==> config.mk <==
export PLATFORM = sky130hd
export DESIGN_NAME = mbox_loader
export DESIGN_NICKNAME = d
export VERILOG_FILES = /design/src/rtl/mbox_pkg.sv /design/src/rtl/mbox_crc.sv /design/src/rtl/mbox_seq.sv /design/src/rtl/mbox_cpu_ctl.sv /design/src/rtl/mbox_loader.sv
export SDC_FILE = /design/constraint.sdc
export NUM_CORES = 1
export LEC_CHECK = 0
export ABC_AREA = 1
export CAP_MARGIN = 5
export CORE_MARGIN = 2
export CORE_UTILIZATION = 25
export DETAILED_ROUTE_END_ITERATION = 8
export PLACE_DENSITY_LB_ADDON = 0.1
export SETUP_SLACK_MARGIN = 0.2
export SYNTH_ARGS = -nofsm -noshare
export SYNTH_HDL_FRONTEND = slang
export SYNTH_SLANG_ARGS = --single-unit
==> constraint.sdc <==
create_clock -name clk -period 8.17 [get_ports clk]
set_clock_uncertainty 0.15 [all_clocks]
set_input_delay 2.451 -clock clk [delete_from_list [all_inputs] [get_ports clk]]
set_output_delay 2.451 -clock clk [all_outputs]
set_load 0.02 [all_outputs]
==> src/rtl/mbox_pkg.sv <==
package mbox_pkg;

    localparam int unsigned CRC_W     = 16;
    localparam int unsigned BYTE_W    = 8;

    // mailbox control register fields
    localparam int unsigned CTL_EXEC  = 15;
    localparam int unsigned CTL_WRITE = 14;
    localparam int unsigned CTL_CLR   = 12;
    localparam int unsigned CTL_BUSY  = 8;

    // processor control register fields
    localparam int unsigned CPU_RST   = 15;
    localparam int unsigned CPU_OVR   = 6;
    localparam int unsigned CPU_STALL = 0;

    typedef enum logic [2:0] {
        SEL_NONE,
        SEL_CTL,
        SEL_CRC,
        SEL_AHI,
        SEL_ALO,
        SEL_DHI,
        SEL_DLO,
        SEL_CPU
    } reg_sel_e;

    // one byte through a non-reflected CRC-16, most significant bit first
    function automatic logic [CRC_W-1:0] crc_byte(input logic [CRC_W-1:0] crc_in,
                                                  input logic [BYTE_W-1:0] b,
                                                  input logic [CRC_W-1:0] poly);
        logic [CRC_W-1:0] c;
        c = crc_in;
        for (int i = BYTE_W - 1; i >= 0; i--) begin
            if (c[CRC_W-1] ^ b[i]) c = {c[CRC_W-2:0], 1'b0} ^ poly;
            else                   c = {c[CRC_W-2:0], 1'b0};
        end
        return c;
    endfunction

endpackage

==> src/rtl/mbox_crc.sv <==
module mbox_crc
    import mbox_pkg::*;
#(
    parameter int unsigned   WORD_W = 32,
    parameter logic [15:0]   POLY   = 16'h1021
) (
    input  logic              clk,
    input  logic              rst_n,
    input  logic              clr_i,
    input  logic              start_i,
    input  logic [WORD_W-1:0] word_i,
    output logic [CRC_W-1:0]  crc_o,
    output logic              busy_o
);

    localparam int unsigned BYTES = WORD_W / BYTE_W;
    localparam int unsigned CNT_W = $clog2(BYTES + 1);

    typedef struct packed {
        logic [CRC_W-1:0]  crc;
        logic [WORD_W-1:0] word;
        logic [CNT_W-1:0]  left;
    } crc_st_t;

    crc_st_t st_d, st_q;

    always_comb begin
        st_d = st_q;
        if (st_q.left != '0) begin
            st_d.crc  = crc_byte(st_q.crc, st_q.word[WORD_W-1 -: BYTE_W], POLY);
            st_d.word = st_q.word << BYTE_W;
            st_d.left = st_q.left - CNT_W'(1);
        end
        if (clr_i) begin
            st_d.crc = '0;
        end
        if (start_i) begin
            st_d.word = word_i;
            st_d.left = CNT_W'(BYTES);
        end
    end

    always_ff @(posedge clk) begin
        if (!rst_n) st_q <= '0;
        else        st_q <= st_d;
    end

    assign crc_o  = st_q.crc;
    assign busy_o = (st_q.left != '0);

endmodule

==> src/rtl/mbox_seq.sv <==
module mbox_seq #(
    parameter int unsigned REG_W = 16
) (
    input  logic               clk,
    input  logic               rst_n,
    input  logic               wr_ahi_i,
    input  logic               wr_alo_i,
    input  logic               wr_dhi_i,
    input  logic               wr_dlo_i,
    input  logic [REG_W-1:0]   wdata_i,
    input  logic               go_i,
    output logic [2*REG_W-1:0] addr_o,
    output logic [2*REG_W-1:0] data_o,
    output logic               mem_we_o,
    output logic [2*REG_W-1:0] mem_addr_o,
    output logic [2*REG_W-1:0] mem_wdata_o
);

    localparam int unsigned WORD_W = 2 * REG_W;
    localparam int unsigned STEP   = WORD_W / 8;

    typedef struct packed {
        logic [WORD_W-1:0] addr;
        logic [WORD_W-1:0] data;
        logic              we;
        logic [WORD_W-1:0] maddr;
        logic [WORD_W-1:0] mdata;
    } seq_st_t;

    seq_st_t st_d, st_q;

    always_comb begin
        st_d    = st_q;
        st_d.we = 1'b0;
        if (wr_ahi_i) st_d.addr[WORD_W-1:REG_W] = wdata_i;
        if (wr_alo_i) st_d.addr[REG_W-1:0]      = {wdata_i[REG_W-1:2], 2'b00};
        if (wr_dhi_i) st_d.data[WORD_W-1:REG_W] = wdata_i;
        if (wr_dlo_i) st_d.data[REG_W-1:0]      = wdata_i;
        if (go_i) begin
            st_d.we    = 1'b1;
            st_d.maddr = st_q.addr;
            st_d.mdata = st_q.data;
            st_d.addr  = st_q.addr + WORD_W'(STEP);
        end
    end

    always_ff @(posedge clk) begin
        if (!rst_n) st_q <= '0;
        else        st_q <= st_d;
    end

    assign addr_o      = st_q.addr;
    assign data_o      = st_q.data;
    assign mem_we_o    = st_q.we;
    assign mem_addr_o  = st_q.maddr;
    assign mem_wdata_o = st_q.mdata;

endmodule

==> src/rtl/mbox_cpu_ctl.sv <==
module mbox_cpu_ctl #(
    parameter int unsigned HOLD_CYCLES = 12500
) (
    input  logic clk,
    input  logic rst_n,
    input  logic wr_i,
    input  logic rst_req_i,
    input  logic ovr_i,
    input  logic stall_i,
    output logic rst_bit_o,
    output logic ovr_o,
    output logic stall_o,
    output logic cpu_reset_o,
    output logic cpu_stall_o
);

    localparam int unsigned HOLD_W = $clog2(HOLD_CYCLES + 1);

    typedef struct packed {
        logic              rst_bit;
        logic              ovr;
        logic              stall;
        logic [HOLD_W-1:0] cnt;
    } cpu_st_t;

    cpu_st_t st_d, st_q;

    always_comb begin
        st_d = st_q;
        if (st_q.cnt != '0) st_d.cnt = st_q.cnt - HOLD_W'(1);
        if (wr_i) begin
            st_d.rst_bit = rst_req_i;
            st_d.ovr     = ovr_i;
            st_d.stall   = stall_i;
            if (rst_req_i && !st_q.rst_bit) st_d.cnt = HOLD_W'(HOLD_CYCLES);
        end
    end

    always_ff @(posedge clk) begin
        if (!rst_n) st_q <= '0;
        else        st_q <= st_d;
    end

    assign rst_bit_o   = st_q.rst_bit;
    assign ovr_o       = st_q.ovr;
    assign stall_o     = st_q.stall;
    assign cpu_reset_o = st_q.rst_bit | (st_q.cnt != '0);
    assign cpu_stall_o = st_q.ovr & st_q.stall;

endmodule

==> src/rtl/mbox_loader.sv <==
module mbox_loader
    import mbox_pkg::*;
#(
    parameter int unsigned REG_W             = 16,
    parameter logic [15:0] MBOX_BASE         = 16'h0200,
    parameter logic [15:0] CPU_CTL_ADDR      = 16'hC001,
    parameter logic [15:0] CRC_POLY          = 16'h1021,
    parameter int unsigned RESET_HOLD_CYCLES = 12500
) (
    input  logic               clk,
    input  logic               rst_n,
    input  logic               reg_wr,
    input  logic [15:0]        reg_addr,
    input  logic [REG_W-1:0]   reg_wdata,
    output logic [REG_W-1:0]   reg_rdata,
    output logic               mem_we_o,
    output logic [2*REG_W-1:0] mem_addr_o,
    output logic [2*REG_W-1:0] mem_wdata_o,
    output logic               cpu_reset_o,
    output logic               cpu_stall_o
);

    localparam int unsigned WORD_W = 2 * REG_W;

    reg_sel_e          sel;
    logic              busy;
    logic              ctl_wr;
    logic              accept;
    logic              go;
    logic              crc_clr;
    logic [CRC_W-1:0]  crc_val;
    logic [WORD_W-1:0] cur_addr;
    logic [WORD_W-1:0] cur_data;
    logic              cpu_rst_bit;
    logic              cpu_ovr;
    logic              cpu_stall_bit;

    always_comb begin
        sel = SEL_NONE;
        if      (reg_addr == MBOX_BASE)              sel = SEL_CTL;
        else if (reg_addr == MBOX_BASE + 16'd1)      sel = SEL_CRC;
        else if (reg_addr == MBOX_BASE + 16'd2)      sel = SEL_AHI;
        else if (reg_addr == MBOX_BASE + 16'd3)      sel = SEL_ALO;
        else if (reg_addr == MBOX_BASE + 16'd4)      sel = SEL_DHI;
        else if (reg_addr == MBOX_BASE + 16'd5)      sel = SEL_DLO;
        else if (reg_addr == CPU_CTL_ADDR)           sel = SEL_CPU;
    end

    assign ctl_wr  = reg_wr && (sel == SEL_CTL);
    assign accept  = ctl_wr && !busy;
    assign go      = accept && reg_wdata[CTL_EXEC] && reg_wdata[CTL_WRITE];
    assign crc_clr = accept && reg_wdata[CTL_CLR];

    mbox_seq #(.REG_W(REG_W)) u_seq (
        .clk        (clk),
        .rst_n      (rst_n),
        .wr_ahi_i   (reg_wr && (sel == SEL_AHI)),
        .wr_alo_i   (reg_wr && (sel == SEL_ALO)),
        .wr_dhi_i   (reg_wr && (sel == SEL_DHI)),
        .wr_dlo_i   (reg_wr && (sel == SEL_DLO)),
        .wdata_i    (reg_wdata),
        .go_i       (go),
        .addr_o     (cur_addr),
        .data_o     (cur_data),
        .mem_we_o   (mem_we_o),
        .mem_addr_o (mem_addr_o),
        .mem_wdata_o(mem_wdata_o)
    );

    mbox_crc #(.WORD_W(WORD_W), .POLY(CRC_POLY)) u_crc (
        .clk    (clk),
        .rst_n  (rst_n),
        .clr_i  (crc_clr),
        .start_i(go),
        .word_i (cur_data),
        .crc_o  (crc_val),
        .busy_o (busy)
    );

    mbox_cpu_ctl #(.HOLD_CYCLES(RESET_HOLD_CYCLES)) u_cpu (
        .clk        (clk),
        .rst_n      (rst_n),
        .wr_i       (reg_wr && (sel == SEL_CPU)),
        .rst_req_i  (reg_wdata[CPU_RST]),
        .ovr_i      (reg_wdata[CPU_OVR]),
        .stall_i    (reg_wdata[CPU_STALL]),
        .rst_bit_o  (cpu_rst_bit),
        .ovr_o      (cpu_ovr),
        .stall_o    (cpu_stall_bit),
        .cpu_reset_o(cpu_reset_o),
        .cpu_stall_o(cpu_stall_o)
    );

    always_comb begin
        reg_rdata = '0;
        unique case (sel)
            SEL_CTL: reg_rdata[CTL_BUSY] = busy;
            SEL_CRC: reg_rdata = REG_W'(crc_val);
            SEL_AHI: reg_rdata = cur_addr[WORD_W-1:REG_W];
            SEL_ALO: reg_rdata = cur_addr[REG_W-1:0];
            SEL_DHI: reg_rdata = cur_data[WORD_W-1:REG_W];
            SEL_DLO: reg_rdata = cur_data[REG_W-1:0];
            SEL_CPU: begin
                reg_rdata[CPU_RST]   = cpu_rst_bit;
                reg_rdata[CPU_OVR]   = cpu_ovr;
                reg_rdata[CPU_STALL] = cpu_stall_bit;
            end
            default: reg_rdata = '0;
        endcase
    end

endmodule

After elaboration in Yosys (flattened, before gate mapping)
Index checks and enable logic that the tools add are counted.
{ "totals": {"reg_bits": 197, "out_inout_bits": 83, "wordCells": 109} }
{ "op_classes": {"n_addsub": 3, "eq_ne": 14, "n_mux": 38, "bitwise": 19, "n_reduce_logical": 20} }
{ "op_table": {"columns": ["cell", "count"], "rows": [
  ["2-to-1 mux 16 bit", 9],
  ["2-to-1 mux 13 bit", 8],
  ["== test 16 x 10 -> 1 bit (second input constant)", 6],
  ["2-to-1 mux 35 bit", 2],
  ["2-to-1 mux 65 bit", 1],
  ["2-to-1 mux 14 bit", 3],
  ["adder 32 x 3 -> 32 bit (second input constant)", 1],
  ["2-to-1 mux 32 bit", 1],
  ["case mux 6 bit (5 select lines)", 1],
  ["case mux 5 bit (5 select lines)", 1],
  ["NOT 3 bit", 8],
  ["case mux 1 bit (6 select lines)", 4],
  ["2-to-1 mux 3 bit", 7],
  ["== test 16 bit (second input constant)", 1],
  ["nonzero test 14 bit", 1],
  ["subtractor 14 x 1 -> 14 bit (second input constant)", 1],
  ["== test 3 bit (second input constant)", 4],
  ["logical AND 1 bit", 11],
  ["XOR 1 bit", 8],
  ["== test 3 x 2 -> 1 bit (second input constant)", 2],
  ["nonzero test 2 bit", 3],
  ["case mux 1 bit (5 select lines)", 1],
  ["OR reduction 2 bit", 2],
  ["== test 3 x 1 -> 1 bit (second input constant)", 1],
  ["6 further kinds", 7]
]} }

Logic depth before layout (Yosys ltp)
{ "depth": {"word_depth": 23, "depth_mapped": 12, "ltp_nobuf": 12} }

Cells and area by module
A second synthesis with hierarchy kept.
{ "unflattened": {"hier_cells": 1486, "hier_area_um2": 9993.3} }
{ "modules_own_cells": {"columns": ["mod", "n_inst", "cells_each", "area_per_inst_um2", "seq_area_each_um2"], "rows": [
  ["mbox_seq", 1, 761, 5370.2, 2502.4],
  ["mbox_crc", 1, 372, 2623.8, 1021.0],
  ["mbox_loader", 1, 219, 1114.8, 0.0],
  ["mbox_cpu_ctl", 1, 134, 884.6, 340.3]
]} }

Worst setup path after synthesis
Ideal clock, no wire load.
{ "synth_timing": {"kind": "input port to output port", "start": "input port reg_addr[13]", "end": "output port reg_rdata[8]", "arrival_time_ns": 3.682, "slack_ns": 1.887, "cell_stages": 10, "n_path_buf": 1, "cell_sequence": "nor2_1 -> nand2_1 -> nor2_2 -> buf_4 -> nand2_1 -> inv_1 -> nand2_1 -> o21ai_0 -> nor2_1 -> nand3b_1"} }
{ "synth_via": {"elab_chain_cells": 10, "elab_cells_between_ends": 21, "classes_between": "eq/ne: 13; mux: 8"} }
{ "synth_rtl": {"columns": ["item", "line", "source"], "rows": [
  ["start: declaration", "mbox_loader.sv:13", "input logic [15:0] reg_addr,"],
  ["== test 16 bit", "mbox_loader.sv:46", "else if (reg_addr == CPU_CTL_ADDR) sel = SEL_CPU;"],
  ["2-to-1 mux 3 bit", "mbox_loader.sv:46", null],
  ["2-to-1 mux 3 bit", "mbox_loader.sv:45", "else if (reg_addr == MBOX_BASE + 16'd5) sel = SEL_DLO;"],
  ["2-to-1 mux 3 bit", "mbox_loader.sv:44", "else if (reg_addr == MBOX_BASE + 16'd4) sel = SEL_DHI;"],
  ["2-to-1 mux 3 bit", "mbox_loader.sv:43", "else if (reg_addr == MBOX_BASE + 16'd3) sel = SEL_ALO;"],
  ["2-to-1 mux 3 bit", "mbox_loader.sv:42", "else if (reg_addr == MBOX_BASE + 16'd2) sel = SEL_AHI;"],
  ["2-to-1 mux 3 bit", "mbox_loader.sv:41", "else if (reg_addr == MBOX_BASE + 16'd1) sel = SEL_CRC;"],
  ["2-to-1 mux 3 bit (*)", "mbox_loader.sv:40", "if (reg_addr == MBOX_BASE) sel = SEL_CTL;"],
  ["== test 3 bit (tied with other cells)", "mbox_loader.sv:96", "unique case (sel)"],
  ["case mux 1 bit (6 select lines) (*)", "mbox_loader.sv:96", null],
  ["end: declaration", "mbox_loader.sv:15", "output logic [REG_W-1:0] reg_rdata,"]
]} }
Mark *: on every way between the ends. The rest lies on a longest branch, timed or not.

Worst setup path in the final report
{ "layout_timing": {"start": "input port reg_addr[9]", "end": "output port reg_rdata[15]"} }
{ "layout_via": {"elab_chain_cells": 10, "elab_cells_between_ends": 21, "classes_between": "eq/ne: 13; mux: 8"} }
{ "layout_rtl": {"columns": ["item", "line"], "rows": [
  ["== test 16 bit", "mbox_loader.sv:46"],
  ["2-to-1 mux 3 bit", "mbox_loader.sv:46"],
  ["2-to-1 mux 3 bit", "mbox_loader.sv:45"],
  ["2-to-1 mux 3 bit", "mbox_loader.sv:44"],
  ["2-to-1 mux 3 bit", "mbox_loader.sv:43"],
  ["2-to-1 mux 3 bit", "mbox_loader.sv:42"],
  ["2-to-1 mux 3 bit", "mbox_loader.sv:41"],
  ["2-to-1 mux 3 bit (*)", "mbox_loader.sv:40"],
  ["== test 3 bit / == test 3 x 2 -> 1 bit (equally long branches)", "mbox_loader.sv:96"],
  ["case mux 1 bit (6 select lines) (*)", "mbox_loader.sv:96"]
]} }
Marks and branches as above.

==> run summary <==
### Run status
• status: finished clean

### Global routing
• first-pass GRT wire length: 57.6 mm
• total track usage: 0.198
• antenna violations before repair: 0
• leftover overflow at the end of global routing: 0
• largest net degree at the start of global routing: 75
• vias in the first global route: 8875

### Setup path
• largest fanout on the critical path: 10
• startpoint-to-endpoint class of the critical path: in -> out
• kind of start point of the critical path: input pin
• arrival time reported for the critical path endpoint: 5140 ps
• setup slack, reg-to-reg: 4490 ps
• R2R depth: 10
• Critical R2R Launch: u_crc.st_q[0]$_SDFFE_PP0N_
• data required time of the worst path: 5570 ps
• Crit Reg-Reg Endpoint: u_crc.st_q[28]$_SDFFE_PN0P_
• category of the worst setup path capture point: output pin

### Logic synthesis
• Seq cells post-synth: 193
• sequential cell area fraction in the yosys report: 0.407
• Yosys cell types: 32
• Netlist Area Pre-Place: 9490 um2
• average footprint of a synthesized cell: 6.69 um2
• Warnings, synthesis: 0
• cell count after synthesis: 1418

### Hold path
• startpoint of the lowest-slack hold path: u_crc.st_q[7]$_SDFFE_PN0P_
• Min-Delay Path Class: reg -> reg
• Hold EP: u_crc.st_q[7]$_SDFFE_PN0P_
• Hold Path Stages: 2

### Timing
• hold slack: 318 ps
• RSZ-0062 raised after global routing: no
• max-slew violation total from the final report: 0
• Tcrit/Tclk final: 0.947
• Slew headroom: 0.421
• setup violation total in the final timing report: 0
• FMAX: 129 MHz
• slew at the pin closest to its max-slew limit: 869 ps
• Total Neg Setup Slack: 0 ps
• crit path time final: 7740 ps
• endpoints failing hold: 0

### Layout
• Ant. Diodes: 0
• proportion of layout cells with a drive suffix above 1: 0.0432
• count of nets after finishing: 1531
• area delta synth->final: 22.9%
• final core utilization: 0.311
• final-layout fill cell count: 4244

### CTS
• Resized Gates After CTS: 0
• clock tree buffer depth: 2
• clock tree root driver cell: clkbuf_16
• CTS tree: built
• # hold bufs at CTS: 0
• clock transition at the register clock pins on the worst setup and hold paths after CTS: 80 ps
• TritonCTS buffer count: 17
• number of H-tree branching levels: 4
• post-CTS setup buffers: 0
• Clock Latency Late Sink: 460 ps
• clk sinks: 193

### Detailed routing
• Final ANT Viol Nets: 0
• final routed wire length divided by cell count: 19.0 um
• TritonRoute pass-1 iters: 5
• number of vias per cell after detailed routing: 4.73
• post-detailed-routing wire length: 38.4 mm
• DRC violations left: 0
• number of DRC markers in iteration 0: 780
• count of vias placed by the detailed router: 9545

### Die
• area of the core: 37500 um2
• width of the die: 199 um
• row count: 71
• die boundary height: 199 um
• Die Outline Area: 39500 um2
• Initial Util: 0.253
• number of primary I/O pins: 118

### Place
• DPL Wire Length: 27.6 mm
• port bufs: 115
• placer congestion estimate: 0.880

### Power and ir drop
• power per cell area: 226 nW/um2
• total leakage power: 4.78 nW
• IR drop worst, VDD: 0.149 mV

### Run
• number of maximum-capacitance violations: 0

[sequential cells by signal, indices dropped and copies added (netlist names)]
signal and flops:
u_crc.st_q 35, u_seq.data_o 32, u_seq.mem_wdata_o 32, u_seq.addr_o 30, u_seq.mem_addr_o 30, u_crc.crc_o 16, u_cpu.st_q 14, u_cpu.ovr_o 1
u_cpu.rst_bit_o 1, u_cpu.stall_o 1, u_seq.mem_we_o 1
[cell usage in the layout, fill, tap and decap left out, types with 29 or more instances in the layout]
| cell type | instances |
|---|---|
| a21oi_1 | 47 |
| nand4_1 | 42 |
| nand3_1 | 256 |
| nand2_1 | 378 |
| o21ai_0 | 60 |
| xor2_1 | 29 |
| nor2_1 | 116 |
| inv_1 | 146 |
| clkdlybuf4s50_1 | 114 |
| dfxtp_1 | 193 |
[critical path, stage by stage]
cell and delay (ps):
clkdlybuf4s50_1 480, inv_1 50, nor2_1 80, nand2_1 60, nor2_2 360, nand3_2 310
inv_1 350, nand2_1 80, o21ai_0 120, nor2_1 70, nand2_1 90, clkdlybuf4s50_1 610
[worst max-delay path by stage]
| stage | end | from |
|---|---|---|
| 3_3_place_gp | reg_rdata[8] | reg_addr[3] |
| 4_1_cts | reg_rdata[0] | reg_addr[9] |
| 2_1_floorplan | reg_rdata[8] | reg_addr[13] |
| 5_1_grt | reg_rdata[15] | reg_addr[9] |
| 3_5_place_dp | reg_rdata[0] | reg_addr[9] |
| 6_report | reg_rdata[15] | reg_addr[9] |
[layout make-up]
cell class              instances  area [um2]  area share
clock inverters                14         181      0.0156
repair buffers                130        1260       0.108
well taps                     511         639      0.0548
flip-flops and latches        193        3860       0.331
inverters                     150         563      0.0483
clock buffers                  18         439      0.0377
multi-input cells            1000        4710       0.404
[per-layer routing]
layer  vias up  part of all wire  global-route usage
met5         -                 0                   0
met4         0            0.0098              0.0448
met2       222              0.44               0.304
li1       4747                 -                   -
met1      4557              0.50               0.289
met3        19             0.049              0.0297
[metrics by stage]
stage	area (um2)	setup slack, ps	std cells	power, mW
after floorplan	9490	1890	1419	1.57
after detailed placement	11000	472	1984	1.76
after CTS	11700	471	2016	2.67
final	11700	433	2016	2.63
after global routing	11700	226	2016	2.81
after global placement	11000	520	1984	1.77
[synthesized netlist by cell type]
| cell | instances | share of area |
|---|---|---|
| a21oi_1 | 47 | 0.025 |
| a31oi_1 | 1 | 0.00066 |
| buf_1 | 10 | 0.0040 |
| buf_2 | 25 | 0.013 |
| buf_4 | 12 | 0.0095 |
| buf_6 | 1 | 0.0012 |
| clkbuf_1 | 28 | 0.011 |
| clkinv_1 | 1 | 0.00040 |
| conb_1 | 1 | 0.00040 |
| dfxtp_1 | 193 | 0.41 |
| ha_1 | 4 | 0.0053 |
| inv_1 | 146 | 0.058 |
| inv_2 | 3 | 0.0012 |
| nand2_1 | 379 | 0.15 |
| nand2_2 | 1 | 0.00066 |
| nand3_1 | 256 | 0.14 |
| nand3_2 | 2 | 0.0021 |
| nand3b_1 | 3 | 0.0024 |
| nand4_1 | 42 | 0.028 |
| nand4_2 | 2 | 0.0026 |
| nor2_1 | 117 | 0.046 |
| nor2_2 | 4 | 0.0026 |
| nor3_1 | 16 | 0.0084 |
| nor3_2 | 2 | 0.0021 |
| nor3b_1 | 1 | 0.00079 |
| nor4_4 | 1 | 0.0022 |
| o21ai_0 | 60 | 0.032 |
| o21ai_1 | 10 | 0.0053 |
| o22ai_1 | 9 | 0.0059 |
| o31ai_1 | 2 | 0.0016 |
| xnor2_1 | 10 | 0.0092 |
| xor2_1 | 29 | 0.027 |
[where the power goes]
group	total, mW	switching, mW	internal [mW]
sequential	1.07	0.0610	1.01
combinational	0.663	0.443	0.220
clock	0.899	0.447	0.452
total	2.63	0.951	1.68
[cell families (layout without fill, tap and decap cells)]
| kind of cell | after synthesis | after routing | synth area share |
|---|---|---|---|
| compound gates | 129 | 129 | 0.0699 |
| flops | 193 | 193 | 0.407 |
| simple gates | 826 | 826 | 0.383 |
| fa+ha+maj | 4 | 4 | 0.00528 |
| other cells | 1 | 2 | 0.000395 |
| xor+xnor | 39 | 39 | 0.0360 |
| buf+inv | 226 | 312 | 0.0982 |
No activity file was read; power rests on OpenSTA's default activity.
